===== src/rtl/scsi_reg_pkg.sv =====
package scsi_reg_pkg;
    localparam int DW   = 8;
    localparam int AW   = 3;
    localparam int NCTL = 9;
    localparam int KW   = 2;

    // control line bit positions
    localparam int L_IO  = 0;
    localparam int L_CD  = 1;
    localparam int L_MSG = 2;
    localparam int L_REQ = 3;
    localparam int L_ACK = 4;
    localparam int L_ATN = 5;
    localparam int L_SEL = 6;
    localparam int L_BSY = 7;
    localparam int L_RST = 8;

    typedef enum logic [AW-1:0] {
        RA_DATA = 3'd0,
        RA_ICMD = 3'd1,
        RA_MODE = 3'd2,
        RA_TCMD = 3'd3,
        RA_BUS  = 3'd4,
        RA_XFER = 3'd5,
        RA_TRX  = 3'd6,
        RA_IRX  = 3'd7
    } reg_addr_e;

    typedef struct packed {
        logic [DW-1:0] icmd;
        logic [DW-1:0] mode;
        logic [DW-1:0] tcmd;
        logic [DW-1:0] data;
        logic          bsy_hold;
    } regs_t;

    // phase lines MSG, C/D, I/O packed as a 3-bit code
    function automatic logic [2:0] phase_of(input logic [NCTL-1:0] c);
        return {c[L_MSG], c[L_CD], c[L_IO]};
    endfunction
endpackage


===== src/rtl/scsi_reg_bank.sv =====
module scsi_reg_bank
    import scsi_reg_pkg::*;
(
    input  logic            clk,
    input  logic            rst,
    input  logic            wr_en,
    input  logic [AW-1:0]   addr,
    input  logic [DW-1:0]   wdata,
    output regs_t           regs,
    output logic            arb_start,
    output logic            dma_cancel,
    output logic            dma_start,
    output logic [KW-1:0]   dma_kind
);
    always_ff @(posedge clk) begin
        if (rst) begin
            regs       <= '0;
            arb_start  <= 1'b0;
            dma_cancel <= 1'b0;
            dma_start  <= 1'b0;
            dma_kind   <= '0;
        end else begin
            arb_start  <= 1'b0;
            dma_cancel <= 1'b0;
            dma_start  <= 1'b0;
            if (wr_en) begin
                unique case (reg_addr_e'(addr))
                    RA_DATA: regs.data <= wdata;
                    RA_ICMD: begin
                        regs.icmd     <= wdata;
                        regs.bsy_hold <= wdata[3];
                    end
                    RA_MODE: begin
                        regs.mode <= wdata;
                        if (wdata[1:0] == 2'b00) begin
                            regs.bsy_hold <= 1'b0;
                            dma_cancel    <= 1'b1;
                        end else if (wdata[1:0] == 2'b01) begin
                            arb_start <= 1'b1;
                        end else begin
                            regs.icmd[0] <= 1'b0;
                        end
                    end
                    RA_TCMD: regs.tcmd <= wdata;
                    RA_BUS:  ;
                    default: begin
                        dma_start <= 1'b1;
                        dma_kind  <= KW'(addr[1:0] - 2'd1);
                    end
                endcase
            end
        end
    end
endmodule


===== src/rtl/scsi_line_drive.sv =====
module scsi_line_drive
    import scsi_reg_pkg::*;
(
    input  regs_t            regs,
    input  logic             dma_ack_in,
    output logic [NCTL-1:0]  ctl_drv_n,
    output logic [DW-1:0]    data_drv_n
);
    logic [NCTL-1:0] ctl_on;
    logic [DW-1:0]   dat_on;

    always_comb begin
        ctl_on        = '0;
        ctl_on[L_RST] = regs.icmd[7];
        ctl_on[L_BSY] = regs.bsy_hold;
        ctl_on[L_SEL] = regs.icmd[2];
        if (regs.mode[6]) begin
            ctl_on[L_REQ] = regs.tcmd[3];
            ctl_on[L_MSG] = regs.tcmd[2];
            ctl_on[L_CD]  = regs.tcmd[1];
            ctl_on[L_IO]  = regs.tcmd[0];
        end else begin
            ctl_on[L_ATN] = regs.icmd[1];
            ctl_on[L_ACK] = regs.icmd[4] | dma_ack_in;
        end
        dat_on = regs.icmd[0] ? regs.data : '0;
        if (regs.icmd[6]) begin
            ctl_on = '0;
            dat_on = '0;
        end
        ctl_drv_n  = ~ctl_on;
        data_drv_n = ~dat_on;
    end
endmodule


===== src/rtl/scsi_rd_mux.sv =====
module scsi_rd_mux
    import scsi_reg_pkg::*;
(
    input  logic [AW-1:0]   addr,
    input  logic            rd_en,
    input  regs_t           regs,
    input  logic [NCTL-1:0] bus_ctl_in,
    input  logic [DW-1:0]   bus_data_in,
    input  logic            bus_par_in,
    input  logic            arb_busy_in,
    input  logic            arb_lost_in,
    input  logic            dma_req_in,
    output logic [DW-1:0]   rdata
);
    logic phase_eq;
    assign phase_eq = (regs.tcmd[2:0] == phase_of(bus_ctl_in));

    always_comb begin
        rdata = '0;
        if (rd_en) begin
            unique case (reg_addr_e'(addr))
                RA_DATA: rdata = bus_data_in;
                RA_ICMD: rdata = {regs.icmd[7], arb_busy_in, arb_lost_in, regs.icmd[4:0]};
                RA_MODE: rdata = regs.mode;
                RA_TCMD: rdata = regs.tcmd;
                RA_BUS:  rdata = {bus_ctl_in[L_RST], bus_ctl_in[L_BSY], bus_ctl_in[L_REQ],
                                  bus_ctl_in[L_MSG], bus_ctl_in[L_CD], bus_ctl_in[L_IO],
                                  bus_ctl_in[L_SEL], bus_par_in};
                RA_XFER: rdata = {1'b0, dma_req_in, 2'b00, phase_eq, 1'b0,
                                  bus_ctl_in[L_ATN], bus_ctl_in[L_ACK]};
                default: rdata = '1;
            endcase
        end
    end
endmodule


===== src/rtl/scsi_reg_if.sv =====
module scsi_reg_if
    import scsi_reg_pkg::*;
(
    input  logic            clk,
    input  logic            rst,
    input  logic [2:0]      addr,
    input  logic            wr_en,
    input  logic            rd_en,
    input  logic [7:0]      wdata,
    output logic [7:0]      rdata,
    input  logic [8:0]      bus_ctl_in,
    input  logic [7:0]      bus_data_in,
    input  logic            bus_par_in,
    input  logic            arb_busy_in,
    input  logic            arb_lost_in,
    input  logic            dma_req_in,
    input  logic            dma_ack_in,
    output logic [8:0]      ctl_drv_n,
    output logic [7:0]      data_drv_n,
    output logic [7:0]      mode_out,
    output logic            arb_start,
    output logic            dma_cancel,
    output logic            dma_start,
    output logic [1:0]      dma_kind
);
    regs_t regs;

    scsi_reg_bank u_bank (
        .clk(clk), .rst(rst), .wr_en(wr_en), .addr(addr), .wdata(wdata),
        .regs(regs), .arb_start(arb_start), .dma_cancel(dma_cancel),
        .dma_start(dma_start), .dma_kind(dma_kind)
    );

    scsi_line_drive u_drive (
        .regs(regs), .dma_ack_in(dma_ack_in),
        .ctl_drv_n(ctl_drv_n), .data_drv_n(data_drv_n)
    );

    scsi_rd_mux u_rd (
        .addr(addr), .rd_en(rd_en), .regs(regs),
        .bus_ctl_in(bus_ctl_in), .bus_data_in(bus_data_in), .bus_par_in(bus_par_in),
        .arb_busy_in(arb_busy_in), .arb_lost_in(arb_lost_in), .dma_req_in(dma_req_in),
        .rdata(rdata)
    );

    assign mode_out = regs.mode;
endmodule


===== config.mk =====
export PLATFORM = sky130hd
export DESIGN_NAME = scsi_reg_if
export DESIGN_NICKNAME = d
export VERILOG_FILES = /design/src/rtl/scsi_reg_pkg.sv /design/src/rtl/scsi_reg_bank.sv /design/src/rtl/scsi_line_drive.sv /design/src/rtl/scsi_rd_mux.sv /design/src/rtl/scsi_reg_if.sv
export SDC_FILE = /design/constraint.sdc
export NUM_CORES = 1
export LEC_CHECK = 0
export BUFFER_PORTS_ARGS = -buffer_cell sky130_fd_sc_hd__buf_4
export CAP_MARGIN = 20
export CORE_MARGIN = 8
export CORE_UTILIZATION = 47
export CTS_CLUSTER_DIAMETER = 40
export DETAILED_ROUTE_END_ITERATION = 12
export GPL_TIMING_DRIVEN = 0
export PLACE_DENSITY = 0.87
export SYNTH_ARGS = -nofsm -noshare
export SYNTH_HDL_FRONTEND = slang
export SYNTH_SLANG_ARGS = --single-unit

===== constraint.sdc =====
create_clock -name clk -period 1.56 [get_ports clk]
set_clock_uncertainty 0.2 [all_clocks]
set_input_delay 0.078 -clock clk [delete_from_list [all_inputs] [get_ports clk]]
set_output_delay 0.078 -clock clk [all_outputs]
set_load 0.1 [all_outputs]

==> flow_metrics.tcl, run 1 <==
set metrics [dict create \
    cts-root-to-sink-buffers 2 \
    synthesis.instances 253 \
    place_ws_ns -0.4539 \
    place.detailed.instances 374 \
    design_area_um2 3263 \
    layout_min_cycle_time_ns 1.901 \
    cts_tree "built" \
    worst_setup_path_end_kind "output pin" \
    final_cells 397 \
    routed_wire_length_per_instance_um 18.66 \
    detailed_place.area_um2 2673 \
    fin_nets 388 \
    worst_ep_required_time_ns 1.28 \
    async_flop_share_pct 0 \
    status "finished with violations" \
    buffers_plus_inverters_on_the_worst_setup_path 1 \
    drt_iter0_drc 267 \
    synth-main-ff-cell "sky130_fd_sc_hd__dfxtp_1" \
    pre_antenna_drt_iters 5 \
    r2r_setup_slack_ns 0.42 \
    num_vias 2348 \
    die_w_um 81.43 \
    cts_htree_levels 2 \
    globalplace.congestion 0.8779 \
    antenna_left 0 \
    clk_latency_ns 0.30 \
    cts_buffers 5 \
    dieArea_um2 6630 \
    grt_setup_unrepaired "true" \
    crit_chain "a22o_1 -> a221oi_2 -> o21ai_1 -> o21a_4 -> buf_12" \
    post_synthesis_instance_area_um2 2012 \
    timing.final.ws_setup_ns -0.3414 \
    clk_pin_slew_worst_paths_ns 0.07 \
    synth.net_count 294 \
    worst_pin_slew_ns 0.5655 \
    io_pins 75 \
    first_global_vias 2244 \
    fp.coreArea_um2 4058 \
    setup_violations 8 \
    setup-tns-final_ns -1.995 \
    p_total_mw 2.577 \
    max_cap_viol 0 \
    violations_in_the_final_reports "negative setup slack" \
    cts_root_buffer "sky130_fd_sc_hd__clkbuf_8" \
    drt_wl_total_um 7409 \
    drv_slew 0 \
    yosys_warnings 0 \
    fin_worst_hold_slack_ns 0.01762 \
    power_density_nw_per_um2 789.6 \
    post_route_cells_drive_above_1_share_pct 44.38 \
    timing_hold_violations_final 0 \
    slowest_stage_cell_on_the_critical_path "sky130_fd_sc_hd__dfxtp_2" \
    cts.sink_count 37 \
    die_y_um 81.43 \
    maxSlewHeadroom_pct 62.30 \
    start_util_pct 49.58 \
    timing.critical_path.slowest_cell_delay_ns 0.34 \
    post_layout_utilization_of_the_core_pct 80.42 \
    synth.avg_cell_area_um2 7.952 \
    critical_path_arrival_ns 1.62 \
    grt_pass1_wl_um 10850 \
    timing.critical_path.from_type "register" \
    io_buffer_count 71 \
    worstSetupPathType "reg2out" \
    placement_rows 23 \
    synth_cell_types 40 \
    detail_route.vias_per_cell 5.914 \
    hpwl_um 4868 \
    yosys_register_bits 37 \
    antenna_violations_before_repair 0 \
    total_global_route_track_usage_pct 20.87 \
    critical_path_peak_fanout 3 \
    min_path_type "in2reg" \
    num_antenna_cells 0 \
    total_leakage_power_nw 1.386 \
    drc_errors 0 \
    cpLargestDelayFamily "compound AO/OA/AOI/OAI gates" \
    yosysSeqAreaShare_pct 36.82 \
    grt_max_degree 12 \
    synth-edff-count 0 \
    layout-area-overhead-vs-synth_pct 62.19 \
    fmax_mhz 525.9 \
    finalCritPeriodShare_pct 121.9 \
    vdd_ir_drop_max_uv 838.9 \
    grt-ovfl-total 0 \
]
==> state kept, by name, summed over array words and instances (netlist names) <==
signal,cells
u_bank.dma_start,1
u_bank.regs,32
u_bank.dma_cancel,1
u_bank.dma_kind,2
u_bank.arb_start,1
==> synth_stat cells, types with 2 or more instances <==
master                     number  area, µm²
sky130_fd_sc_hd__nand2b_1       3      18.77
sky130_fd_sc_hd__nor2b_1        4      25.02
sky130_fd_sc_hd__a31oi_1        3      18.77
sky130_fd_sc_hd__nor2_1        18      67.56
sky130_fd_sc_hd__o21a_1         4      30.03
sky130_fd_sc_hd__nor3_1         2      10.01
sky130_fd_sc_hd__a21oi_1       28      140.1
sky130_fd_sc_hd__a222oi_1       4      40.04
sky130_fd_sc_hd__xor2_1         2      17.52
sky130_fd_sc_hd__buf_4         13      97.59
sky130_fd_sc_hd__clkbuf_1       7      26.28
sky130_fd_sc_hd__o211a_1        2      20.02
sky130_fd_sc_hd__a22oi_1        2      15.01
sky130_fd_sc_hd__ha_1           4      50.05
sky130_fd_sc_hd__buf_2          4      20.02
sky130_fd_sc_hd__a211oi_1       2      15.01
sky130_fd_sc_hd__a22o_1         3      26.28
sky130_fd_sc_hd__nand2_1       40      150.1
sky130_fd_sc_hd__nand3_1       28      140.1
sky130_fd_sc_hd__nand2_2        2      12.51
sky130_fd_sc_hd__buf_6          3      33.78
sky130_fd_sc_hd__mux2i_1        9      90.09
sky130_fd_sc_hd__dfxtp_1       37      740.7
sky130_fd_sc_hd__inv_1          6      22.52
sky130_fd_sc_hd__o21ai_0        6      30.03
sky130_fd_sc_hd__a221oi_1       3      26.28
==> cells in the final DEF, fill, tap and decap left out, types with 3 or more instances in the layout <==
cell type                       count
sky130_fd_sc_hd__buf_6              8
sky130_fd_sc_hd__nor2_1            17
sky130_fd_sc_hd__dfxtp_1           25
sky130_fd_sc_hd__mux2i_1            9
sky130_fd_sc_hd__clkbuf_1           5
sky130_fd_sc_hd__dfxtp_2           11
sky130_fd_sc_hd__clkbuf_8           5
sky130_fd_sc_hd__nand3_1           28
sky130_fd_sc_hd__nand2_1           34
sky130_fd_sc_hd__a221oi_2           4
sky130_fd_sc_hd__buf_8              3
sky130_fd_sc_hd__nand2_2            7
sky130_fd_sc_hd__dlygate4sd3_1     10
sky130_fd_sc_hd__o21ai_1            3
sky130_fd_sc_hd__a222oi_1           4
sky130_fd_sc_hd__o21a_4             4
sky130_fd_sc_hd__buf_12            14
sky130_fd_sc_hd__nand2b_1           3
sky130_fd_sc_hd__buf_4             71
sky130_fd_sc_hd__a22o_1             3
sky130_fd_sc_hd__a21oi_1           28
sky130_fd_sc_hd__inv_1              4
==> where the power goes <==
part	switching (mW)	internal, mW	total, mW
registers	0.0194	0.968	0.987
logic	0.482	0.299	0.780
clock network	0.345	0.464	0.809
==> worst min-delay path, delay by kind of cell <==
| kind | cells | cell delay, ns |
|---|---|---|
| buffers and inverters | 2 | 0.18 |
| adder cells (fa/ha/maj) | 1 | 0.15 |
| AO/OA/AOI/OAI | 1 | 0.05 |
==> final timing paths <==
check / from / depth (start not counted) / end
hold / removal: addr[0] / 4 / u_bank.dma_kind[1]
hold reg to reg: u_bank.regs[8] / 2 / u_bank.regs[8]
setup reg to reg: u_bank.regs[25] / 4 / u_bank.regs[25]
setup / recovery: u_bank.regs[19] / 5 / rdata[2]
==> metal layers <==
metal	global-route usage, %	vias up	share of wire [%]
met5	0	-	0
met4	9.821	0	2.3
met3	4.694	17	12
met2	35.00	173	49
met1	24.69	1092	37
li1	-	1066	-
==> final cells by class <==
cell class / count / area [µm²]
clock inverters: 2 / 35.03
clock buffers: 5 / 68.82
multi-input cells: 182 / 1230
plain buffers: 28 / 221.5
flip-flops and latches: 37 / 758.2
well taps: 50 / 62.56
inverters: 6 / 22.52
repair buffers: 87 / 864.6
fillers: 262 / 794.5
==> kinds of logic after synthesis <==
family / count (synthesis) / synth area share [%]
AO/OA/AOI/OAI: 63 / 21.27
adder cells (fa/ha/maj): 4 / 2.488
flip-flops: 37 / 36.82
multiplexers: 10 / 5.037
XOR/XNOR: 3 / 1.306
AND/OR/NAND/NOR: 102 / 22.95
buffers and inverters: 34 / 10.14
==> timing repair <==
action / CTS / global route
buffers inserted: 2 / 4
setup endpoints to repair: 22 / 20
hold buffers: 10 / 0
hold endpoints to repair: 31 / 0
gates resized for setup: 47 / 53
pin swaps: 4 / 12
Note: power is estimated with default switching activity, not from simulation.
==> run 2: changes to the inputs <==
Settings changed: CELL_PAD_IN_SITES_DETAIL_PLACEMENT from default to 1, CELL_PAD_IN_SITES_GLOBAL_PLACEMENT from default to 2, CORE_UTILIZATION 47 to 27, PLACE_DENSITY 0.87 to 0.9.
==> run 2 against run 1 <==
  * The flow still finishes with violations (negative setup slack)
  * Largest power group unchanged
  * Highest routed layer unchanged
  * Die area grew 58%
  * Sequential cell count is the same
  * First-iteration DRC count fell by 30%
  * Largest cell class unchanged
  * Critical path depth fell by 1
  * Fmax rose by 3.0%
==> flow_metrics.tcl, run 2 (synthesis gave the netlist of run 1 again) <==
set metrics [dict create \
    timing.final.ws_setup_ns -0.2858 \
    place_ws_ns -0.4857 \
    globalplace.congestion 0.7993 \
    worst_setup_path_end_kind "output pin" \
    dieArea_um2 10470 \
    cts-root-to-sink-buffers 2 \
    design_area_um2 3341 \
    worst_ep_required_time_ns 1.28 \
    total_global_route_track_usage_pct 16.61 \
    finalCritPeriodShare_pct 118.3 \
    detailed_place.area_um2 2734 \
    placement_rows 31 \
    slowest_stage_cell_on_the_critical_path "sky130_fd_sc_hd__o41a_4" \
    max_cap_viol 0 \
    fp.coreArea_um2 7253 \
    largest_reg_flops 32 \
    clk_latency_ns 0.29 \
    io_buffer_count 71 \
    setup_violations 8 \
    die_y_um 102.3 \
    post_route_cells_drive_above_1_share_pct 43.87 \
    largest-register "u_bank.regs" \
    crit_chain "a222oi_1 -> nor2_1 -> o41a_4 -> buf_12" \
    layout.cells.most_common "sky130_fd_sc_hd__buf_4" \
    status "finished with violations" \
    grt_pass1_wl_um 13360 \
    cts.sink_count 37 \
    fin_nets 392 \
    setup-tns-final_ns -1.784 \
    grt-ovfl-total 0 \
    antenna_left 0 \
    clk_pin_slew_worst_paths_ns 0.07 \
    cts_root_buffer "sky130_fd_sc_hd__clkbuf_8" \
    die_w_um 102.3 \
    num_antenna_cells 0 \
    vdd_ir_drop_max_uv 295.9 \
    fmax_mhz 541.8 \
    drt_wl_total_um 8371 \
    final_cells 450 \
    timing.critical_path.from_type "register" \
    place.detailed.instances 423 \
    layout-area-overhead-vs-synth_pct 66.04 \
    grt_setup_unrepaired "true" \
    first_global_vias 2453 \
    power_density_nw_per_um2 742.5 \
    final_cell_mix "74 x sky130_fd_sc_hd__buf_4, 39 x sky130_fd_sc_hd__nand2_1, 28 x sky130_fd_sc_hd__a21oi_1, 28 x sky130_fd_sc_hd__nand3_1, 24 x sky130_fd_sc_hd__dfxtp_1" \
    violations_in_the_final_reports "negative setup slack" \
    cts_buffers 5 \
    critical_path_arrival_ns 1.57 \
    pre_antenna_drt_iters 4 \
    worstSetupPathType "reg2out" \
    num_vias 2282 \
    largestRegisters "u_bank.regs: 32 flops, u_bank.dma_kind: 2 flops" \
    total_leakage_power_nw 1.373 \
    io_pins 75 \
    worst_pin_slew_ns 0.5356 \
    min_path_type "in2reg" \
    drc_errors 0 \
    grt_max_degree 11 \
    start_util_pct 27.74 \
    post_layout_utilization_of_the_core_pct 46.06 \
    drt_iter0_drc 187 \
    detail_route.vias_per_cell 5.071 \
    timing.critical_path.slowest_cell_delay_ns 0.37 \
    critical_path_peak_fanout 2 \
    cts_htree_levels 2 \
    hpwl_um 5879 \
    layout_min_cycle_time_ns 1.846 \
    p_total_mw 2.480 \
    fin_worst_hold_slack_ns 0.01565 \
    cts_tree "built" \
    drv_slew 0 \
    timing_hold_violations_final 0 \
    routed_wire_length_per_instance_um 18.60 \
    maxSlewHeadroom_pct 64.29 \
    antenna_violations_before_repair 0 \
]
[run 2: cell type report]
class,count,area (µm²)
Fill cell,862,3913
Tap cell,99,123.9
Sequential cell,37,767.0
Inverter,6,25.02
Timing Repair Buffer,91,879.6
Buffer,28,229.0
Multi-Input combinational cell,182,1230
Clock buffer,7,86.33
[run 2: worst paths after layout]
path,from,endpoint,slack [ns],cells after the start
max,u_bank.regs[12],rdata[3],-0.29,4
min,rst,u_bank.dma_start,0.02,2
max reg2reg,u_bank.regs[25],u_bank.regs[25],0.37,4
min reg2reg,u_bank.regs[15],u_bank.regs[15],0.26,2
[run 2: routing by layer]
layer,track usage (%),wire length (µm)
met5,0,0
met2,28.89,4118
met1,19.12,3500
met4,5.079,93
met3,4.768,658
[run 2: timing repair]
item                                    4_1_cts  5_1_grt
pin swaps                                    12        4
endpoints found under the setup margin       22       20
cloned                                        1        0
hold endpoints to repair                     31        0
buffers inserted                             10        0
gates resized for setup                      85       11
hold buffers                                  9        0
[run 2: report_power, final]
part           total [mW]  leakage [nW]  switching [mW]  internal (mW)
clock               0.684        0.0443           0.333          0.351
combinational       0.813          1.02           0.495          0.318
sequential          0.983         0.307          0.0196          0.964
[run 2: worst max-delay path, delay by kind of cell, from the launching register on]
family,cells,cell delay (ns)
DFF,1,0.33
buffers and inverters,1,0.17
AOI/OAI and AO/OA,2,0.69
and+or+nand+nor,1,0.09
==> run 3: changes to the inputs <==
Settings changed: CORE_ASPECT_RATIO from default to 1.1, CORE_UTILIZATION 27 to 29, PLACE_DENSITY 0.9 to 0.89, SYNTH_HIERARCHICAL from default to 1.
==> run 3 against run 2 <==
  * Worst setup slack lost 0.017 ns
  * Via count fell by 11%
  * Sequential share of layout area shrank 0.91 points
  * Design area grew 6.9%
  * The run still ends with negative setup slack left
  * Largest power group is now the clock network
  * Routed wire length down 7.7%
  * Critical path depth is the same
==> flow_metrics.tcl, run 3 <==
set metrics [dict create \
    worst_setup_path_end_kind "output pin" \
    whs_path_cells 3 \
    area_of_the_multi_input_gates_um2 1403 \
    power_density_nw_per_um2 769.1 \
    layout.cells.most_common "sky130_fd_sc_hd__buf_4" \
    timing.critical_path.from_type "register" \
    met3WireLength_um 391 \
    worstSetupPathType "reg2out" \
    drt_wl_total_um 7723 \
    min_path_type "in2reg" \
    grt_setup_unrepaired "true" \
    cts_tree "built" \
    place_ws_ns -0.1822 \
    num_antenna_cells 0 \
    place.detailed.instances 383 \
    largest-register "u_bank/regs" \
    cts.sink_count 37 \
    largestRegisters "u_bank/regs: 32 flops, u_bank/dma_kind: 2 flops" \
    timing.critical_path.slowest_cell_delay_ns 0.34 \
    first_global_vias 2155 \
    fin_nets 367 \
    cts_root_buffer "sky130_fd_sc_hd__clkbuf_8" \
    num_vias 2041 \
    crit_chain "or3b_1 -> a32o_2 -> a21boi_4 -> buf_12" \
    dieArea_um2 10320 \
    placement_rows 32 \
    final_cell_mix "64 x sky130_fd_sc_hd__buf_4, 34 x sky130_fd_sc_hd__mux2i_1, 32 x sky130_fd_sc_hd__nor2_1, 18 x sky130_fd_sc_hd__dfxtp_1, 17 x sky130_fd_sc_hd__buf_12" \
    met2_length_um 3859 \
    fmax_mhz 536.8 \
    clk_pin_slew_worst_paths_ns 0.08 \
    post_synthesis_instance_area_um2 2125 \
    max_cap_viol 0 \
    worst_ep_required_time_ns 1.28 \
    worst_pin_slew_ns 0.5544 \
    critical_path_peak_fanout 2 \
    setup_violations 15 \
    routed_wire_length_per_instance_um 18.75 \
    status "finished with violations" \
    slowest_stage_cell_on_the_critical_path "sky130_fd_sc_hd__dfxtp_2" \
    finalCritPeriodShare_pct 119.4 \
    clk_latency_ns 0.28 \
    drt_iter0_drc 63 \
    cts_htree_levels 2 \
    p_total_mw 2.745 \
    io_buffer_count 74 \
    layout.area.seq_um2 787.0 \
    cts-root-to-sink-buffers 2 \
    highest_routing_layer_actually_used "met4" \
    layout_min_cycle_time_ns 1.863 \
    total_leakage_power_nw 1.766 \
    synthesis.instances 224 \
    post_route_met1_wirelength_um 3430 \
    filler_cell_count 800 \
    synth.net_count 265 \
    antenna_left 0 \
    final_cells 412 \
    globalplace.congestion 0.7499 \
    layout-area-overhead-vs-synth_pct 68.02 \
    grt-ovfl-total 0 \
    detail_route.vias_per_cell 4.954 \
    post_layout_utilization_of_the_core_pct 50.66 \
    post_route_cells_drive_above_1_share_pct 51.07 \
    drv_slew 0 \
    io_pins 75 \
    worst-r2r-cell-count 4 \
    hpwl_um 5493 \
    pre_antenna_drt_iters 4 \
    die_y_um 105.8 \
    fp.coreArea_um2 7047 \
    die_w_um 97.61 \
    vdd_ir_drop_max_uv 444.5 \
    grt_max_degree 14 \
    critical_path_arrival_ns 1.58 \
    drc_errors 0 \
    start_util_pct 30.15 \
    largest_reg_flops 32 \
    grt_pass1_wl_um 12030 \
    cts_buffers 5 \
    yosys_warnings 6 \
    synth.avg_cell_area_um2 9.485 \
    timing_hold_violations_final 0 \
    antenna_violations_before_repair 0 \
    violations_in_the_final_reports "negative setup slack" \
    total_global_route_track_usage_pct 14.38 \
    maxSlewHeadroom_pct 63.04 \
    timing.final.ws_setup_ns -0.3029 \
]
==> run 3: timing repair <==
action                                 in CTS  in global routing
gates resized for setup                    68                 17
hold buffers                               10                  0
endpoints found under the hold margin      34                  0
pin swaps                                   8                 12
cloned                                      0                  1
setup endpoints to repair                  23                 20
buffers inserted                            7                  6
==> run 3: power by group <==
group / internal [mW] / switching [mW] / leakage, nW
Combinational: 0.310 / 0.445 / 1.39
Clock: 0.644 / 0.369 / 0.0687
Sequential: 0.957 / 0.0211 / 0.312
==> run 3: worst paths after layout <==
kind	slack (ns)	start	endpoint
min reg2reg	0.26	u_bank/dma_kind[0]	u_bank/dma_kind[0]
max reg2reg	0.33	u_bank/regs[25]	u_bank/regs[25]
min	0.01	rst	u_bank/regs[25]
max	-0.30	u_bank/regs[27]	rdata[2]
==> run 3: routing by layer <==
metal | track usage, % | up-vias
met3 | 3.919 | 2
met2 | 24.42 | 55
met1 | 17.49 | 994
met4 | 3.575 | 0
met5 | 0 | -
li1 | - | 990
==> run 3: final cells by class <==
| class | count | share of cell area (%) |
|---|---|---|
| multi-input cells | 165 | 39.29 |
| clock inverters | 3 | 1.928 |
| inverters | 7 | 0.7361 |
| plain buffers | 14 | 3.225 |
| repair buffers | 96 | 27.87 |
| clock buffers | 5 | 1.928 |
| flip-flops and latches | 37 | 22.05 |
| well taps | 85 | 2.979 |
==> run 3: per-stage QoR <==
| stage | instance area, µm² | setup TNS [ns] | hold WS [ns] |
|---|---|---|---|
| 6_report | 3570 | -2.160 | 0.01327 |
| 2_1_floorplan | 2248 | -0.5960 | -0.04393 |
| 3_5_place_dp | 2910 | -1.925 | 0.1172 |
| 5_1_grt | 3570 | -2.984 | 0.01423 |
| 3_3_place_gp | 2910 | -1.551 | 0.1173 |
| 4_1_cts | 3455 | -1.550 | 0.009834 |
==> run 3: critical path, delay by kind of cell (launching register included) <==
family / cells / cell delay, ns
and+or+nand+nor: 1 / 0.34
buffers and inverters: 1 / 0.19
AOI/OAI and AO/OA: 2 / 0.43
DFF: 1 / 0.34
